<file path="src/rtl/coex2w_pkg.sv">
package coex2w_pkg;
  localparam int unsigned IDX_W   = 3;
  localparam int unsigned NUM_ENT = 1 << IDX_W;

  typedef logic [IDX_W-1:0] idx_t;

  typedef struct packed {
    logic wl_ok;
    logic bt_ok;
  } verdict_t;

  // index = {single_ant, is_tx, wl_hi}
  function automatic verdict_t default_verdict(idx_t idx);
    verdict_t v;
    case (idx)
      3'b000:  v = verdict_t'(2'b11);
      3'b001:  v = verdict_t'(2'b11);
      3'b010:  v = verdict_t'(2'b01);
      3'b011:  v = verdict_t'(2'b10);
      3'b100:  v = verdict_t'(2'b01);
      3'b101:  v = verdict_t'(2'b10);
      3'b110:  v = verdict_t'(2'b01);
      default: v = verdict_t'(2'b10);
    endcase
    return v;
  endfunction
endpackage

</file>
<file path="src/rtl/coex2w_sync.sv">
module coex2w_sync #(
  parameter int unsigned STAGES = 2
) (
  input  logic clk_i,
  input  logic rst_ni,
  input  logic async_i,
  output logic sync_o
);
  logic [STAGES-1:0] chain_q;

  always_ff @(posedge clk_i or negedge rst_ni) begin
    if (!rst_ni) chain_q <= '0;
    else         chain_q <= {chain_q[STAGES-2:0], async_i};
  end

  assign sync_o = chain_q[STAGES-1];

  assert_sync_lag_R3: assert property (@(posedge clk_i) disable iff (!rst_ni)
    $rose(sync_o) |-> $past(chain_q[STAGES-2]));
endmodule

</file>
<file path="src/rtl/coex2w_table.sv">
module coex2w_table
  import coex2w_pkg::*;
(
  input  logic     clk_i,
  input  logic     rst_ni,
  input  logic     we_i,
  input  idx_t     waddr_i,
  input  verdict_t wdata_i,
  input  idx_t     raddr_i,
  output verdict_t rdata_o
);
  verdict_t tab_q [NUM_ENT];

  for (genvar i = 0; i < NUM_ENT; i++) begin : g_ent
    localparam idx_t ENT_IDX = idx_t'(i);
    always_ff @(posedge clk_i or negedge rst_ni) begin
      if (!rst_ni)                          tab_q[i] <= default_verdict(ENT_IDX);
      else if (we_i && waddr_i == ENT_IDX)  tab_q[i] <= wdata_i;
    end
  end

  assign rdata_o = tab_q[raddr_i];

  assert_write_lands_R10: assert property (@(posedge clk_i) disable iff (!rst_ni)
    we_i |=> tab_q[$past(waddr_i)] == $past(wdata_i));
endmodule

</file>
<file path="src/rtl/coex2w_core.sv">
module coex2w_core
  import coex2w_pkg::*;
(
  input  logic     clk_i,
  input  logic     rst_ni,
  input  logic     single_ant_i,
  input  logic     wl_tx_req_i,
  input  logic     wl_tx_hi_i,
  input  logic     wl_rx_req_i,
  input  logic     wl_rx_hi_i,
  input  logic     bt_req_i,
  input  verdict_t verdict_i,
  output idx_t     idx_o,
  output logic     wl_grant_o,
  output logic     bt_grant_o
);
  logic wl_req;
  logic wl_hi;
  logic bt_lock_q, wl_lock_q;

  assign wl_req = wl_tx_req_i | wl_rx_req_i;
  // Tx direction selects the entry when both are requested
  assign wl_hi  = wl_tx_req_i ? wl_tx_hi_i : wl_rx_hi_i;
  assign idx_o  = {single_ant_i, wl_tx_req_i, wl_hi};

  always_comb begin
    wl_grant_o = 1'b0;
    bt_grant_o = 1'b0;
    if (!bt_req_i) begin
      wl_grant_o = wl_req;
    end else if (!wl_req) begin
      bt_grant_o = 1'b1;
    end else if (bt_lock_q && !wl_lock_q) begin
      // Bluetooth already on air: late WLAN only if both may coexist
      bt_grant_o = 1'b1;
      wl_grant_o = verdict_i.wl_ok & verdict_i.bt_ok;
    end else begin
      wl_grant_o = verdict_i.wl_ok;
      bt_grant_o = verdict_i.bt_ok;
    end
  end

  always_ff @(posedge clk_i or negedge rst_ni) begin
    if (!rst_ni) begin
      bt_lock_q <= 1'b0;
      wl_lock_q <= 1'b0;
    end else begin
      bt_lock_q <= bt_req_i & bt_grant_o;
      wl_lock_q <= wl_req & wl_grant_o;
    end
  end

  assert_idle_quiet_R1: assert property (@(posedge clk_i) disable iff (!rst_ni)
    (!bt_req_i && !wl_req) |-> (!wl_grant_o && !bt_grant_o));

  assert_no_window_R2: assert property (@(posedge clk_i) disable iff (!rst_ni)
    (!bt_req_i && wl_req) |-> wl_grant_o);

  assert_bt_hold_R7: assert property (@(posedge clk_i) disable iff (!rst_ni)
    (bt_grant_o && bt_req_i) |=> (bt_req_i -> bt_grant_o));

  assert_release_R8: assert property (@(posedge clk_i) disable iff (!rst_ni)
    ($fell(bt_req_i) && wl_req) |-> (wl_grant_o && !bt_grant_o));
endmodule

</file>
<file path="src/rtl/coex_two_wire_arb.sv">
module coex_two_wire_arb
  import coex2w_pkg::*;
#(
  parameter int unsigned SYNC_STAGES = 2
) (
  input  logic       clk_i,
  input  logic       rst_ni,
  input  logic       single_ant_i,
  input  logic       wl_tx_req_i,
  input  logic       wl_tx_hi_i,
  input  logic       wl_rx_req_i,
  input  logic       wl_rx_hi_i,
  input  logic       bt_pri_i,
  input  logic       cfg_we_i,
  input  logic [2:0] cfg_addr_i,
  input  logic [1:0] cfg_wdata_i,
  output logic       wl_active_o,
  output logic       wl_grant_o,
  output logic       bt_grant_o
);
  logic     bt_sync;
  idx_t     idx;
  verdict_t verdict;
  logic     wl_grant;

  coex2w_sync #(.STAGES(SYNC_STAGES)) i_sync (
    .clk_i   (clk_i),
    .rst_ni  (rst_ni),
    .async_i (bt_pri_i),
    .sync_o  (bt_sync)
  );

  coex2w_table i_table (
    .clk_i   (clk_i),
    .rst_ni  (rst_ni),
    .we_i    (cfg_we_i),
    .waddr_i (idx_t'(cfg_addr_i)),
    .wdata_i (verdict_t'(cfg_wdata_i)),
    .raddr_i (idx),
    .rdata_o (verdict)
  );

  coex2w_core i_core (
    .clk_i        (clk_i),
    .rst_ni       (rst_ni),
    .single_ant_i (single_ant_i),
    .wl_tx_req_i  (wl_tx_req_i),
    .wl_tx_hi_i   (wl_tx_hi_i),
    .wl_rx_req_i  (wl_rx_req_i),
    .wl_rx_hi_i   (wl_rx_hi_i),
    .bt_req_i     (bt_sync),
    .verdict_i    (verdict),
    .idx_o        (idx),
    .wl_grant_o   (wl_grant),
    .bt_grant_o   (bt_grant_o)
  );

  assign wl_grant_o  = wl_grant;
  assign wl_active_o = wl_grant;
endmodule

</file>
<file path="config.mk">
export PLATFORM = sky130hd
export DESIGN_NAME = coex_two_wire_arb
export DESIGN_NICKNAME = d
export VERILOG_FILES = /design/src/rtl/coex2w_pkg.sv /design/src/rtl/coex2w_sync.sv /design/src/rtl/coex2w_table.sv /design/src/rtl/coex2w_core.sv /design/src/rtl/coex_two_wire_arb.sv
export SDC_FILE = /design/constraint.sdc
export NUM_CORES = 1
export LEC_CHECK = 0
export ABC_AREA = 1
export CORE_UTILIZATION = 50
export CTS_CLUSTER_SIZE = 8
export DETAILED_ROUTE_END_ITERATION = 8
export PLACE_DENSITY_LB_ADDON = 0.05
export SLEW_MARGIN = 5
export SYNTH_ARGS = -nofsm -noshare
export SYNTH_HDL_FRONTEND = slang
export SYNTH_SLANG_ARGS = --single-unit
</file>
<file path="constraint.sdc">
create_clock -name clk_i -period 1.78 [get_ports clk_i]
set_clock_uncertainty 0.1 [all_clocks]
set_input_delay 0.356 -clock clk_i [delete_from_list [all_inputs] [get_ports clk_i]]
set_output_delay 0.356 -clock clk_i [all_outputs]
set_load 0.03 [all_outputs]
</file>
==> summary.md <==
| Metric | Value |
|---|---|
| Outcome | complete, but fails checks |
| Failing checks | negative setup slack |
| Critical path type | register to primary output |
| Multi-input gate area | 413 sq um |
| Internal reg-to-reg setup slack | 0.52 ns |
| Fill count | 144 |
| Vias per cell | 5.05 |
| Max-cap violation count | 0 |
| Crit Path Max Fanout | 2 |
| Slew Limit Fails | 0 |
| Leakage | 0.585 nW |
| CTS buffer count | 3 |
| Gate Count Post-Synth | 121 |
| Design area | around 1200 sq um |
| Die Height | around 46 microns |
| Max_slew headroom | 81.5% |
| Global-route wire length before repair | about 3.2 mm |
| Initial DRT Pass Iterations | 4 |
| Num rows | 15 |
| Io pins | 17 |
| Min-delay worst type | register to register |
| Nets@finish | 158 |
| Layout cells sized above 1 | 25.2% |
| #FFs+latches synth | 20 |
| Synth top area share | 27.6% |
| DP Area | 1160 sq um |
| Storage cell area | 513 sq um |
| Count of final setup violators | 3 |
| Clk buf depth | 2 |
| Reg clk slew, reported paths | 0.11 ns |
| Port bufs | 16 |
| Finished Layout Cells | 168 |
| DR vias | 849 |
| Syn nets | ~140 |
| Total Routed Length | 1.93 mm |
| GP Congestion | 0.838 |
| # diodes | 0 |
| Initial antenna violation count | 0 |
| Syn. warnings | 0 |
| Wire length per cell | 11.5 microns |
| Placed insts | 164 |
| Detail Route Antenna Nets | 0 |
| Clk_lat worst skew | 0.30 ns |
| Clock tree root driver cell | clkbuf_4 |
| Initial DRC count | 19 |
| Number of global-route vias before repair | 758 |
| Pwr Density | slightly below 1000 nW/um^2 |
| Yosys cell types | 14 |
| Worst Max-Slew Pin Slew | 0.277 ns |
| Post-synthesis sequential area ratio | between 50% and 60% |
| Critical Path RT | roughly 1.3 ns |
| Worst Setup Start Kind | register |
| DR DRC count | 0 |
| GRT overflow | 0 |
| Unrepaired setup endpoints after global routing | true |
| CP endpoint kind | primary output |
| GRT Total Usage | 21.9% |
| Data arrival time of the worst path | 1.56 ns |
| P&R area growth vs syn | 30.4% |
| CTS Sinks | 20 |
| Period Utilization, post-route | 113% |
| CTS tree | built |
| Hold Vio Cnt, Final | 0 |
| Core area | between 1500 and 2000 sq um |
| Final WS setup | -0.237 ns |
| Initial core utilization | 54.5% |
| Setup Buffers After CTS | 0 |
| Die width | 45.6 microns |
| Syn avg cell area | 7.86 sq um |
| Tmin final | 2.02 ns |
| Largest cells by area after synthesis | dfstp_2, dfrtp_1, nand2_1, o21ai_1, nand3_1 |
| Dpl hpwl | 1.48 mm |
| H-tree depth | 1 |
| Peak VDD IR | 822 uV |
| Largest net degree at the start of global routing | 21 |
| Die area | about 2100 sq um |
| Cell accounting for the most synthesized area | dfstp_2 |
| Pwr Total | 1.23 mW |
| Cell area after synthesis | about 950 sq um |
| Fmax | 496 MHz |
## flip-flops by register name (all words and copies together) (netlist names)
name              flops
i_sync.chain_q        2
i_core.bt_lock_q      1
i_core.wl_lock_q      1
i_table.tab_q        16
## placed cells by master (no fill, tap or decap), drive strengths merged
| master | count |
|---|---|
| clkinv | 1 |
| nor3 | 1 |
| dfrtp | 10 |
| inv | 12 |
| o21ai | 14 |
| bufinv | 1 |
| nand3 | 11 |
| clkdlybuf4s50 | 9 |
| dfstp | 10 |
| a21oi | 4 |
| dlygate4sd2 | 4 |
| buf | 6 |
| nand2 | 48 |
| nor2 | 9 |
| clkbuf | 3 |
## layer usage
metal	global-route usage, %	vias to the layer above	share of wire (%)
met3	5.95	2	5.1
met5	0	-	0
met2	35.4	29	49
met4	6.06	0	0.62
li1	-	432	-
met1	28.8	386	45
## cells in the mapped netlist
cell type,instances
nand3_2,2
inv_2,5
nand2_1,47
nand2_2,1
nor3_2,1
dfrtp_1,10
inv_1,7
o21ai_1,14
buf_4,1
nand3_1,9
clkinv_1,1
dfstp_2,10
a21oi_1,4
nor2_1,9
## power by group
group | switching (mW) | internal (mW)
logic | 0.142 | 0.113
clock network | 0.141 | 0.228
registers | 0.0465 | 0.562
## worst max-delay path: stages (launching register included)
cell     delay (ns)
dfstp_2        0.55
nand2_1        0.06
nand2_1        0.06
nand2_1        0.04
nand3_1        0.07
nand2_1        0.06
inv_2          0.05
nand2_2        0.06
a21oi_4        0.15
buf_6          0.15
## through the flow
stage                     utilization [%]  setup TNS, ns  setup WS (ns)  hold slack, ns
after floorplan                         -              0        0.00416         -0.0396
after global placement               66.5         -0.917         -0.322           0.236
after detailed placement             66.5         -0.977         -0.355           0.240
after CTS                            70.8         -0.593         -0.244           0.267
after global routing                 71.0         -0.842         -0.333           0.279
final                                71.0         -0.563         -0.237           0.267
## kinds of logic after synthesis
| family | Yosys count | share of synthesized area [%] |
|---|---|---|
| simple gates | 69 | 30.7 |
| compound gates | 18 | 9.47 |
| flops | 20 | 53.9 |
| buf+inv | 14 | 5.92 |
## layout make-up
type	instances	area share [%]
inverter	13	3.94
timing repair buffer	19	14.6
clock inverter	1	2.42
tap	25	2.52
sequential	20	41.4
multi-input combinational	87	33.3
clock buffer	3	1.82
## final timing paths
kind / cells after the start / startpoint / to
worst max-delay path: 9 / i_table.tab_q[15] / wl_grant_o
worst min-delay path: 0 / i_sync.chain_q[0] / i_sync.chain_q[1]
worst max register to register: 8 / i_table.tab_q[15] / i_core.wl_lock_q
worst min register to register: 0 / i_sync.chain_q[0] / i_sync.chain_q[1]
max in group asynchronous: 2 / rst_ni / i_table.tab_q[9]
min in group asynchronous: 2 / rst_ni / i_table.tab_q[7]
## what timing repair did
action,in CTS,in global routing
resized for setup,11,2
hold buffers,0,0
pin swaps,2,0
endpoints found under the hold margin,0,0
endpoints found under the setup margin,3,3
Note: power is estimated with default switching activity, not from simulation.
